===== config.mk =====
export PLATFORM = sky130hd
export DESIGN_NAME = nv_reg_bank
export DESIGN_NICKNAME = d
export VERILOG_FILES = /design/src/rtl/nv_bank_pkg.sv /design/src/rtl/nv_bank_ctrl.sv /design/src/rtl/nv_bank_data.sv /design/src/rtl/nv_reg_bank.sv
export SDC_FILE = /design/constraint.sdc
export NUM_CORES = 1
export LEC_CHECK = 0
export BUFFER_PORTS_ARGS = -buffer_cell sky130_fd_sc_hd__buf_2
export CORE_UTILIZATION = 45
export DETAILED_ROUTE_END_ITERATION = 10
export PLACE_DENSITY = 0.61
export SETUP_SLACK_MARGIN = 0.15
export SYNTH_ARGS = -nofsm -noshare
export SYNTH_HDL_FRONTEND = slang
export SYNTH_SLANG_ARGS = --single-unit

===== constraint.sdc =====
create_clock -name clk -period 1.9 [get_ports clk]
set_clock_uncertainty 0.1 [all_clocks]
set_input_delay 0.095 -clock clk [delete_from_list [all_inputs] [get_ports clk]]
set_output_delay 0.095 -clock clk [all_outputs]
set_load 0.01 [all_outputs]

===== src/rtl/nv_bank_pkg.sv =====
package nv_bank_pkg;

  typedef enum logic [1:0] {
    OP_WRITE    = 2'd0,
    OP_COPY_ONE = 2'd1,
    OP_COPY_ALL = 2'd2,
    OP_NONE     = 2'd3
  } bankOp_e;

  typedef struct packed {
    logic capture;  // stage the current command
    logic commit;   // write staged values into the cells
  } bankStrobe_t;

endpackage


===== src/rtl/nv_bank_ctrl.sv =====
module nv_bank_ctrl
  import nv_bank_pkg::*;
#(
  parameter int STORE_CYCLES = 20,
  localparam int CNT_W = (STORE_CYCLES < 2) ? 1 : $clog2(STORE_CYCLES)
) (
  input  logic        clk,
  input  logic        rst_n,
  input  logic        selN,
  input  logic        wpN,
  input  logic        cmdValid,
  input  bankOp_e     cmdOp,
  output bankStrobe_t strobe,
  output logic        busy
);

  logic             selPrevQ;
  logic             pendingQ;
  logic             busyQ;
  logic [CNT_W-1:0] cntQ;
  logic             csRise;
  logic             launch;

  assign csRise = selN && !selPrevQ;
  assign launch = csRise && pendingQ && wpN;

  always_comb begin
    strobe.capture = cmdValid && !selN && !busyQ && (cmdOp != OP_NONE);
    strobe.commit  = busyQ && (cntQ == '0);
  end

  always_ff @(posedge clk or negedge rst_n) begin
    if (!rst_n) begin
      selPrevQ <= 1'b1;
      pendingQ <= 1'b0;
      busyQ    <= 1'b0;
      cntQ     <= '0;
    end else begin
      selPrevQ <= selN;
      if (csRise) begin
        pendingQ <= 1'b0;
      end else if (strobe.capture) begin
        pendingQ <= 1'b1;
      end
      if (launch) begin
        busyQ <= 1'b1;
        cntQ  <= CNT_W'(STORE_CYCLES - 1);
      end else if (busyQ) begin
        if (cntQ == '0) begin
          busyQ <= 1'b0;
        end else begin
          cntQ <= cntQ - 1'b1;
        end
      end
    end
  end

  assign busy = busyQ;

endmodule


===== src/rtl/nv_bank_data.sv =====
module nv_bank_data
  import nv_bank_pkg::*;
#(
  parameter int NUM_CH  = 2,
  parameter int REG_CNT = 4,
  parameter int DATA_W  = 6,
  localparam int CH_W  = (NUM_CH  < 2) ? 1 : $clog2(NUM_CH),
  localparam int REG_W = (REG_CNT < 2) ? 1 : $clog2(REG_CNT)
) (
  input  logic                     clk,
  input  logic                     rst_n,
  input  bankStrobe_t              strobe,
  input  bankOp_e                  cmdOp,
  input  logic [CH_W-1:0]          cmdChan,
  input  logic [REG_W-1:0]         cmdReg,
  input  logic [DATA_W-1:0]        wrData,
  input  logic [NUM_CH*DATA_W-1:0] wiperVals,
  input  logic [CH_W-1:0]          rdChan,
  input  logic [REG_W-1:0]         rdReg,
  output logic [DATA_W-1:0]        rdData
);

  logic [REG_W-1:0]         stgRegQ;
  logic [NUM_CH*DATA_W-1:0] rdFlat;

  always_ff @(posedge clk or negedge rst_n) begin
    if (!rst_n) begin
      stgRegQ <= '0;
    end else if (strobe.capture) begin
      stgRegQ <= cmdReg;
    end
  end

  for (genvar c = 0; c < NUM_CH; c++) begin : g_ch
    logic [DATA_W-1:0] cellQ [REG_CNT];
    logic              hitQ;
    logic [DATA_W-1:0] stgQ;

    always_ff @(posedge clk or negedge rst_n) begin
      if (!rst_n) begin
        hitQ <= 1'b0;
        stgQ <= '0;
        for (int r = 0; r < REG_CNT; r++) begin
          cellQ[r] <= '0;
        end
      end else begin
        if (strobe.capture) begin
          hitQ <= (cmdOp == OP_COPY_ALL) || (cmdChan == CH_W'(c));
          stgQ <= (cmdOp == OP_WRITE) ? wrData : wiperVals[c*DATA_W +: DATA_W];
        end
        if (strobe.commit && hitQ) begin
          cellQ[stgRegQ] <= stgQ;
        end
      end
    end

    assign rdFlat[c*DATA_W +: DATA_W] = cellQ[rdReg];
  end

  assign rdData = rdFlat[int'(rdChan)*DATA_W +: DATA_W];

endmodule


===== src/rtl/nv_reg_bank.sv =====
module nv_reg_bank
  import nv_bank_pkg::*;
#(
  parameter int NUM_CH       = 2,
  parameter int REG_CNT      = 4,
  parameter int DATA_W       = 6,
  parameter int STORE_CYCLES = 20,
  localparam int CH_W  = (NUM_CH  < 2) ? 1 : $clog2(NUM_CH),
  localparam int REG_W = (REG_CNT < 2) ? 1 : $clog2(REG_CNT)
) (
  input  logic                     clk,
  input  logic                     rst_n,
  input  logic                     selN,
  input  logic                     wpN,
  input  logic                     cmdValid,
  input  logic [1:0]               cmdOp,
  input  logic [CH_W-1:0]          cmdChan,
  input  logic [REG_W-1:0]         cmdReg,
  input  logic [DATA_W-1:0]        wrData,
  input  logic [NUM_CH*DATA_W-1:0] wiperVals,
  input  logic [CH_W-1:0]          rdChan,
  input  logic [REG_W-1:0]         rdReg,
  output logic [DATA_W-1:0]        rdData,
  output logic                     busy,
  output logic [7:0]               statusByte
);

  bankStrobe_t strobe;
  bankOp_e     opCode;

  assign opCode = bankOp_e'(cmdOp);

  nv_bank_ctrl #(.STORE_CYCLES(STORE_CYCLES)) u_ctrl (
    .clk      (clk),
    .rst_n    (rst_n),
    .selN     (selN),
    .wpN      (wpN),
    .cmdValid (cmdValid),
    .cmdOp    (opCode),
    .strobe   (strobe),
    .busy     (busy)
  );

  nv_bank_data #(.NUM_CH(NUM_CH), .REG_CNT(REG_CNT), .DATA_W(DATA_W)) u_data (
    .clk       (clk),
    .rst_n     (rst_n),
    .strobe    (strobe),
    .cmdOp     (opCode),
    .cmdChan   (cmdChan),
    .cmdReg    (cmdReg),
    .wrData    (wrData),
    .wiperVals (wiperVals),
    .rdChan    (rdChan),
    .rdReg     (rdReg),
    .rdData    (rdData)
  );

  assign statusByte = {7'b0, busy};

endmodule


Yosys cells after proc, flatten, opt, wreduce, memory -nomap -nowiden
Index checks and enable logic that the tools add are counted.
{"block": "op_classes", "shift": 1, "eq_ne": 3, "multipliers": 1, "n_lt_le_gt_ge": 3, "reduce_logical": 20, "mux": 20, "bitwise": 3, "add_sub_neg": 1}
{"op": "$bwmux 24", "n": 2}
{"op": "$mux 6", "n": 7}
{"op": "$shiftx 12x32->6", "n": 1}
{"op": "$bmux 6 s2", "n": 2}
{"op": "$mux 5", "n": 3}
{"op": "$demux 6 s2", "n": 1}
{"op": "$logic_and 1x1->1", "n": 10}
{"op": "$ge 3x3->1 const B", "n": 2}
{"op": "$not 2->3", "n": 2}
{"op": "$logic_not 5->1", "n": 1}
{"op": "$mux 1", "n": 5}
{"op": "$sub 5x1->5 const B", "n": 1}
{"op": "$reduce_bool 2->1", "n": 2}
{"op": "$logic_not 1->1", "n": 3}
{"op": "$lt 3x1->1 const B", "n": 1}
{"op": "$mul 1x2->3 const B", "n": 1}
{"op": "$eq 2x2->1 const B", "n": 1}
{"op": "$logic_not 2->1", "n": 1}
{"op": "$logic_or 1x1->1", "n": 2}
{"op": "$ne 2x1->1 const B", "n": 1}
{"op": "$ne 2x2->1 const B", "n": 1}
{"op": "$reduce_and 2->1", "n": 1}
{"op": "$not 1->1", "n": 1}
{"block": "word_totals", "word_cells": 69, "output_inout_bits": 15, "ff_bits": 72}

Logic depth before layout (Yosys ltp)
Gate-level depths: netlist (run 1).
{"block": "depth", "ltp_word": 6, "depth_mapped": 6, "mapped_depth_nobuf": 5}

By module
Synthesis (run 1) repeated with hierarchy kept, for this count alone.
{"block": "unflattened", "cells_unflattened": 248, "area_unflattened_um2": 3392.0}
{"mod": "nv_bank_data", "seq_area_each_um2": 1601.5, "area_per_inst_um2": 2936.6, "instances": 1, "cells_each": 201}
{"mod": "nv_bank_ctrl", "seq_area_each_um2": 201.4, "area_per_inst_um2": 391.6, "instances": 1, "cells_each": 38}
{"mod": "nv_reg_bank", "seq_area_each_um2": 0.0, "area_per_inst_um2": 63.8, "instances": 1, "cells_each": 9}

Worst setup path before layout (run 1)
Ideal clock, no wire load.
{"block": "synth_path", "path_kind": "register -> register", "startpoint": "reg u_ctrl.cntQ[0]", "endpoint": "reg u_data.g_ch[1].cellQ[0] (netlist name)", "stages_incl_launch_ff": 7, "arrival_time_ps": 1445, "required_time_ps": 1675, "setup_slack_ps": 230, "cell_sequence": "dfrtp_1 inv_1 ha_1 nor2b_1 and4_4 buf_6 mux2_4"}
{"block": "synth_between", "elab_chain_cells": 3}
{"item": "start: declaration", "line_no": "nv_bank_ctrl.sv:20", "text": "logic [CNT_W-1:0] cntQ;"}
{"item": "start signal: assignment", "line_no": "nv_bank_ctrl.sv:47", "text": "cntQ <= CNT_W'(STORE_CYCLES - 1);"}
{"item": "start signal: assignment", "line_no": "nv_bank_ctrl.sv:52", "text": "cntQ <= cntQ - 1'b1;"}
{"item": "$logic_not 5->1", "line_no": "nv_bank_ctrl.sv:29", "text": "strobe.commit = busyQ && (cntQ == '0);"}
{"item": "$logic_and 1x1->1", "line_no": "nv_bank_ctrl.sv:29"}
{"item": "$logic_and 1x1->1", "line_no": "nv_bank_data.sv:51", "text": "if (strobe.commit && hitQ) begin"}
{"item": "end signal: indexed assignment", "line_no": "nv_bank_data.sv:52", "text": "cellQ[stgRegQ] <= stgQ;"}
{"item": "end: declaration", "line_no": "nv_bank_data.sv:35", "text": "logic [DATA_W-1:0] cellQ [REG_CNT];"}
No other way between the ends.
A chain may end at the register's enable or synchronous reset.

Worst setup path in the final report (run 1)
{"block": "layout_path", "startpoint": "reg u_data.g_ch[1].cellQ[13] (netlist name)", "endpoint": "out rdData[1]"}
{"block": "layout_between", "elab_chain_cells": 4}
{"item": "$bmux 6 s2", "line_no": "nv_bank_data.sv:57", "text": "assign rdFlat[c*DATA_W +: DATA_W] = cellQ[rdReg];"}
{"item": "$mux 6 (not written as such) (2 in series)", "line_no": "nv_bank_data.sv:57"}
{"item": "$shiftx 12x32->6", "line_no": "nv_bank_data.sv:60", "text": "assign rdData = rdFlat[int'(rdChan)*DATA_W +: DATA_W];"}
{"item": "end: declaration", "line_no": "nv_reg_bank.sv:23", "text": "output logic [DATA_W-1:0] rdData,"}
No other way between the ends. The select of a mux whose other input is x is not followed.

==> impl_metrics.yaml, run 1 <==
timing:
  hold_violations: 0
  max_freq_mhz: 552
  rsz0062_at_grt: "true"
  setup_violations: 0
  period_share_pct: 95.3
  period_needed_ps: 1810
  setup_tns_ps: 0
  maxSlewViolCount: 0
  worst_slack_ps: 89.7
power:
  vdd_ir_drop_max_mv: 0.610
  power_density_nw_per_um2: 1290
  p_leak_nw: 2.05
clocking:
  cts_tree: "done"
  cts_buffers: 9
  cts-root-buf: "clkbuf_8"
  h-tree-depth: 3
  path_clk_slew_ps: 80
  cts_num_sinks: 72
  clk_path_buf_depth: 2
  clock_latency_ps: 340
synth:
  yosys.area_share.simple_pct: 6.77
  synthMuxAreaShare_pct: 35.0
  yosysMostFrequentCell: "dfrtp_1"
  yosys_warnings: 0
  synth_area_leaders: "dfrtp_1 (51%), mux2_2 (22%), mux4_2 (7.8%)"
  ys_seq_area_share_pct: 51.9
  synth_xor_area_share_pct: 0
  synth_top_area_cell: "dfrtp_1"
  synth-adder-area-share_pct: 0.360
  synthFlopType: "dfrtp_1"
  synth_cell_types: 36
  ys_top_cells_by_count: "dfrtp_1 (71), mux2_2 (68), nand2_1 (15)"
  syn_inst: 232
  ys_ff_latch: 72
  synth_edf_count: 0
  synth.top_cell.area_share_pct: 51.1
  synth_area_um2: 3480
  synth_top_family_by_area: "multiplexers"
  synth_area_per_cell_um2: 15.0
  ys_async_sr_fraction_pct: 100
  synth-compound-area-share_pct: 1.91
floorplanning:
  dieArea_um2: 8080
  core_area_um2: 7370
  dieWidth_um: 89.9
  io_pins: 46
  start_util_pct: 47.2
  rows: 31
  die_h_um: 89.9
detailed_routing:
  wl_per_cell_um: 17.2
  drc: 0
  totalWireLength_mm: 6.94
  vias: 2140
  drtIter0Drc: 63
  firstDrtPassIters: 4
  vias_per_cell: 5.31
  ant_nets: 0
global_routing:
  grt_usage_pct: 18.7
  grt_pass1_vias: 2197
  grt_pass1_wl_mm: 11.5
  grt_max_degree: 39
  grt-ovfl-total: 0
  antenna_found_initial: 0
worst_setup_path:
  critPathKind: "register to primary output"
  ff2ff_path_depth: 3
  r2r_slack_ps: 190
  r2r-start: "u_ctrl.cntQ[2]"
  worstSetupEndpointType: "primary output"
  cp-start-kind: "register"
  crit_fanout: 2
  timing.rr.end: "u_data.g_ch[1].cellQ[3]"
  timing.critical_path.arrival_ps: 1620
  crit_required_ps: 1700
worst_hold_path:
  min_from: "wiperVals[4]"
  worst_hold_path_type: "input pin to register"
  holdPathStages: 3
  holdPathEnd: "u_data.g_ch[0].stgQ[4]"
final_layout:
  area_growth_pct: 24.9
  n_antenna_cell: 0
  nNetsFinal: 331
  layout-drive-gt1-share_pct: 61.2
placed_design:
  port_buffers: 38
  place_congestion: 0.707
  dp_slack_ps: 63.2
  dpl.hpwl_mm: 4.86
job:
  cap_viol_max_count: 0
run_status:
  status: "finished clean"
## routing by layer
layer,global-route usage (%),share of wire (%),routed length [um],vias to the layer above
li1,-,-,-,981
met1,27.5,50,3470,1107
met2,28.0,46,3170,45
met3,3.13,3.3,232,7
met4,6.85,1.0,72,0
met5,0,0,0,-
## layout by cell type (no fill, tap or decap), types with 3 or more instances in the layout
cell / instances
nand2_2: 3
buf_4: 12
dfrtp_1: 69
bufinv_16: 3
buf_12: 5
conb_1: 7
nor2_1: 3
mux2_4: 18
clkbuf_8: 9
mux4_2: 12
nand2_1: 12
dlygate4sd3_1: 10
and4bb_2: 4
buf_2: 32
mux2_2: 62
buf_6: 7
## critical path, cell delays in order (launching register included)
cell and delay (ps):
dfrtp_1 380, mux4_2 490, mux2_4 290, buf_6 120
## per-stage QoR
stage	cell area, um^2	hold WS, ps	std cells	power, W	utilization [%]
final	4340	16.0	403	0.00559	58.9
after global routing	4340	9.62	403	0.00590	58.9
after CTS	4290	2.58	401	0.00553	58.2
after detailed placement	3860	-106	373	0.00393	52.3
after global placement	3860	-106	373	0.00388	52.3
after floorplan	3500	-301	238	0.00344	-
## registers in the layout (all words and copies together), names as in the netlist
signal,cells
u_data.g_ch.cellQ,48
u_data.g_ch.hitQ,2
u_ctrl.selPrevQ,1
u_ctrl.busy,1
u_data.stgRegQ,2
u_ctrl.cntQ,5
u_ctrl.pendingQ,1
u_data.g_ch.stgQ,12
## worst max path at each step
stage / from / endpoint / slack [ps] / cells after the start
finish: u_data.g_ch[1].cellQ[13] / rdData[1] / 90 / 3
global route: u_data.g_ch[1].cellQ[13] / rdData[1] / 30 / 3
CTS: u_data.g_ch[1].cellQ[13] / rdData[1] / 70 / 3
detailed placement: u_ctrl.cntQ[0] / u_data.g_ch[0].cellQ[3] / 60 / 6
global placement: u_ctrl.cntQ[0] / u_data.g_ch[0].cellQ[4] / 90 / 6
floorplan: u_ctrl.cntQ[0] / u_data.g_ch[1].cellQ[0] / 230 / 6
## repair_timing
item                                   4_1_cts  5_1_grt
setup buffers                                2        2
setup endpoints to repair                   34       66
pin swaps                                    0        4
hold buffers                                10        0
gates resized for setup                     16       14
endpoints found under the hold margin       79        0
cloned                                       0        0
## cells by family (layout without fill, tap and decap cells)
logic type | after synthesis | after routing
compound gates | 9 | 9
fa+ha+maj | 1 | 1
buf+inv | 20 | 86
flops | 72 | 72
mux | 92 | 92
other cells | 1 | 7
simple gates | 37 | 37
## final cells by class
cell class | instances | area [um^2]
Clock buffer | 9 | 124
Clock inverter | 7 | 120
Fill cell | 593 | 3030
Inverter | 4 | 15.0
Multi-Input combinational cell | 146 | 1630
Sequential cell | 72 | 1810
Tap cell | 99 | 124
Timing Repair Buffer | 66 | 529
## power by group
| group | switching [W] | internal, W |
|---|---|---|
| Clock | 0.000577 | 0.000874 |
| Combinational | 0.000523 | 0.00103 |
| Sequential | 0.000521 | 0.00207 |
| Total | 0.00162 | 0.00397 |
(Power assumes the default switching activity.)
==> inputs of run 2 (changes only) <==
Settings changed: RECOVER_POWER set to 100.
==> run 2 against run 1 <==
Worst setup slack got worse by 12 ps. Non-clock buffer count is the same. Sequential cell count did not move. Sequential power hardly changed. First-iteration DRC count is 7.9% higher. Critical path depth stayed put. Sequential share of layout area is 1.1 points higher. Combinational power decreased by 7%. Critical endpoint is now rdData[0]. Largest cell class unchanged.
==> impl_metrics.yaml, run 2 (synthesis gave the netlist of run 1 again) <==
final_layout:
  mostFrequentLayoutCells: "dfrtp_1 (71), mux2_2 (62), buf_2 (30)"
  area_growth_pct: 21.5
  largest-register: "u_data.g_ch.cellQ"
  largest_register_ffs: 48
  nNetsFinal: 331
  mostFrequentLayoutCell: "dfrtp_1"
  n_antenna_cell: 0
  design_area_um2: 4230
  largestRegisters: "u_data.g_ch.cellQ (48), u_data.g_ch.stgQ (12), u_ctrl.cntQ (5)"
  layout-drive-gt1-share_pct: 54.9
detailed_routing:
  totalWireLength_mm: 6.97
  ant_nets: 0
  vias: 2126
  firstDrtPassIters: 4
  drtIter0Drc: 68
  wl_per_cell_um: 17.3
  vias_per_cell: 5.28
  drc: 0
power:
  power_density_nw_per_um2: 1290
  p_leak_nw: 2.00
  vdd_ir_drop_max_mv: 0.608
placed_design:
  dpl.hpwl_mm: 4.86
  dpl-instance-area_um2: 3860
  port_buffers: 38
  dp_slack_ps: 63.2
  place_congestion: 0.707
clocking:
  path_clk_slew_ps: 80
  cts_tree: "done"
  cts-root-buf: "clkbuf_8"
  cts_num_sinks: 72
  clk_path_buf_depth: 2
  cts_buffers: 9
  clock_latency_ps: 340
  h-tree-depth: 3
global_routing:
  grt_pass1_wl_mm: 11.5
  antenna_found_initial: 0
  gr-usage-met3_pct: 3.13
  grt_max_degree: 39
  grt_busiest_layer: "met2"
  grt_usage_pct: 18.7
  grt-ovfl-total: 0
  grt_pass1_vias: 2197
  grt_use_met2_pct: 28.0
  grtUsageMet1_pct: 27.5
worst_setup_path:
  worstSetupEndpointType: "primary output"
  cp-start-kind: "register"
  cp_slowest_cell: "mux4_2"
  timing.critical_path.arrival_ps: 1630
  cp_slowest_stage_delay_ps: 460
  critPathKind: "register to primary output"
  path_cells: "mux4_2 -> mux2_1 -> buf_6"
  crit_required_ps: 1700
  crit_fanout: 2
timing:
  rsz0062_at_grt: "true"
  worst_pin_slew_ps: 638
  worst_slack_ps: 78.0
  setup_violations: 0
  relSlewSlack_pct: 57.5
  max_freq_mhz: 549
  period_needed_ps: 1820
  whs_ps: 15.5
  setup_tns_ps: 0
  hold_violations: 0
  period_share_pct: 95.9
  maxSlewViolCount: 0
floorplanning:
  io_pins: 46
  rows: 31
  start_util_pct: 47.2
  core_area_um2: 7370
  dieArea_um2: 8080
  die_h_um: 89.9
  dieWidth_um: 89.9
run_status:
  status: "finished clean"
worst_hold_path:
  worst_hold_path_type: "input pin to register"
job:
  cap_viol_max_count: 0
## run 2: cell count changes in the layout (fill, tap and decap cells not counted), sizes merged
cell	previous run	this run
clkbuf	9	24
buf	56	41
## run 2: cell type report
cell class,count,area (um^2)
Fill cell,617,3140
Sequential cell,72,1800
Multi-Input combinational cell,146,1590
Timing Repair Buffer,66,448
Clock buffer,9,124
Tap cell,99,124
Clock inverter,7,120
Inverter,4,15.0
## run 2: worst max-delay path, delay by kind of cell (launching register included)
kind / cells / cell delay (ps)
muxes: 2 / 770
DFF: 1 / 400
buffers and inverters: 1 / 130
## run 2: metal layers
metal / vias to the layer above / wire length (um) / part of all wire (%)
li1: 981 / - / -
met1: 1100 / 3540 / 51
met2: 39 / 3190 / 46
met3: 6 / 176 / 2.5
met4: 0 / 69 / 0.99
met5: - / 0 / 0
## run 2: path summary, 6_finish.rpt
kind / from / to / slack [ps] / depth (start not counted)
max reg2reg: u_ctrl.cntQ[0] / u_data.g_ch[1].cellQ[3] / 100 / 5
min in group asynchronous: rst_n / u_data.g_ch[0].cellQ[23] / 170 / 2
min: wiperVals[4] / u_data.g_ch[0].stgQ[4] / 20 / 3
min reg2reg: u_ctrl.pendingQ / u_ctrl.pendingQ / 400 / 1
max: u_data.g_ch[1].cellQ[12] / rdData[0] / 80 / 3
max in group asynchronous: rst_n / u_data.g_ch[1].cellQ[7] / 490 / 3
## run 2: metrics by stage
stage | util, % | total power (W) | instances
floorplan | - | 0.00344 | 238
global placement | 52.3 | 0.00388 | 373
detailed placement | 52.3 | 0.00393 | 373
CTS | 58.2 | 0.00553 | 401
global route | 57.3 | 0.00578 | 403
finish | 57.3 | 0.00547 | 403
## run 2: where the power goes
| part | switching [W] | internal [W] |
|---|---|---|
| Sequential | 0.000512 | 0.00207 |
| Combinational | 0.000506 | 0.000937 |
| Clock | 0.000576 | 0.000874 |
| Total | 0.00159 | 0.00388 |
## run 2: repair_timing
item / 4_1_cts / 5_1_grt
hold buffers: 10 / 0
endpoints found under the setup margin: 34 / 66
pin swaps: 0 / 4
hold endpoints to repair: 79 / 0
gates resized for setup: 16 / 14
buffers inserted: 2 / 2
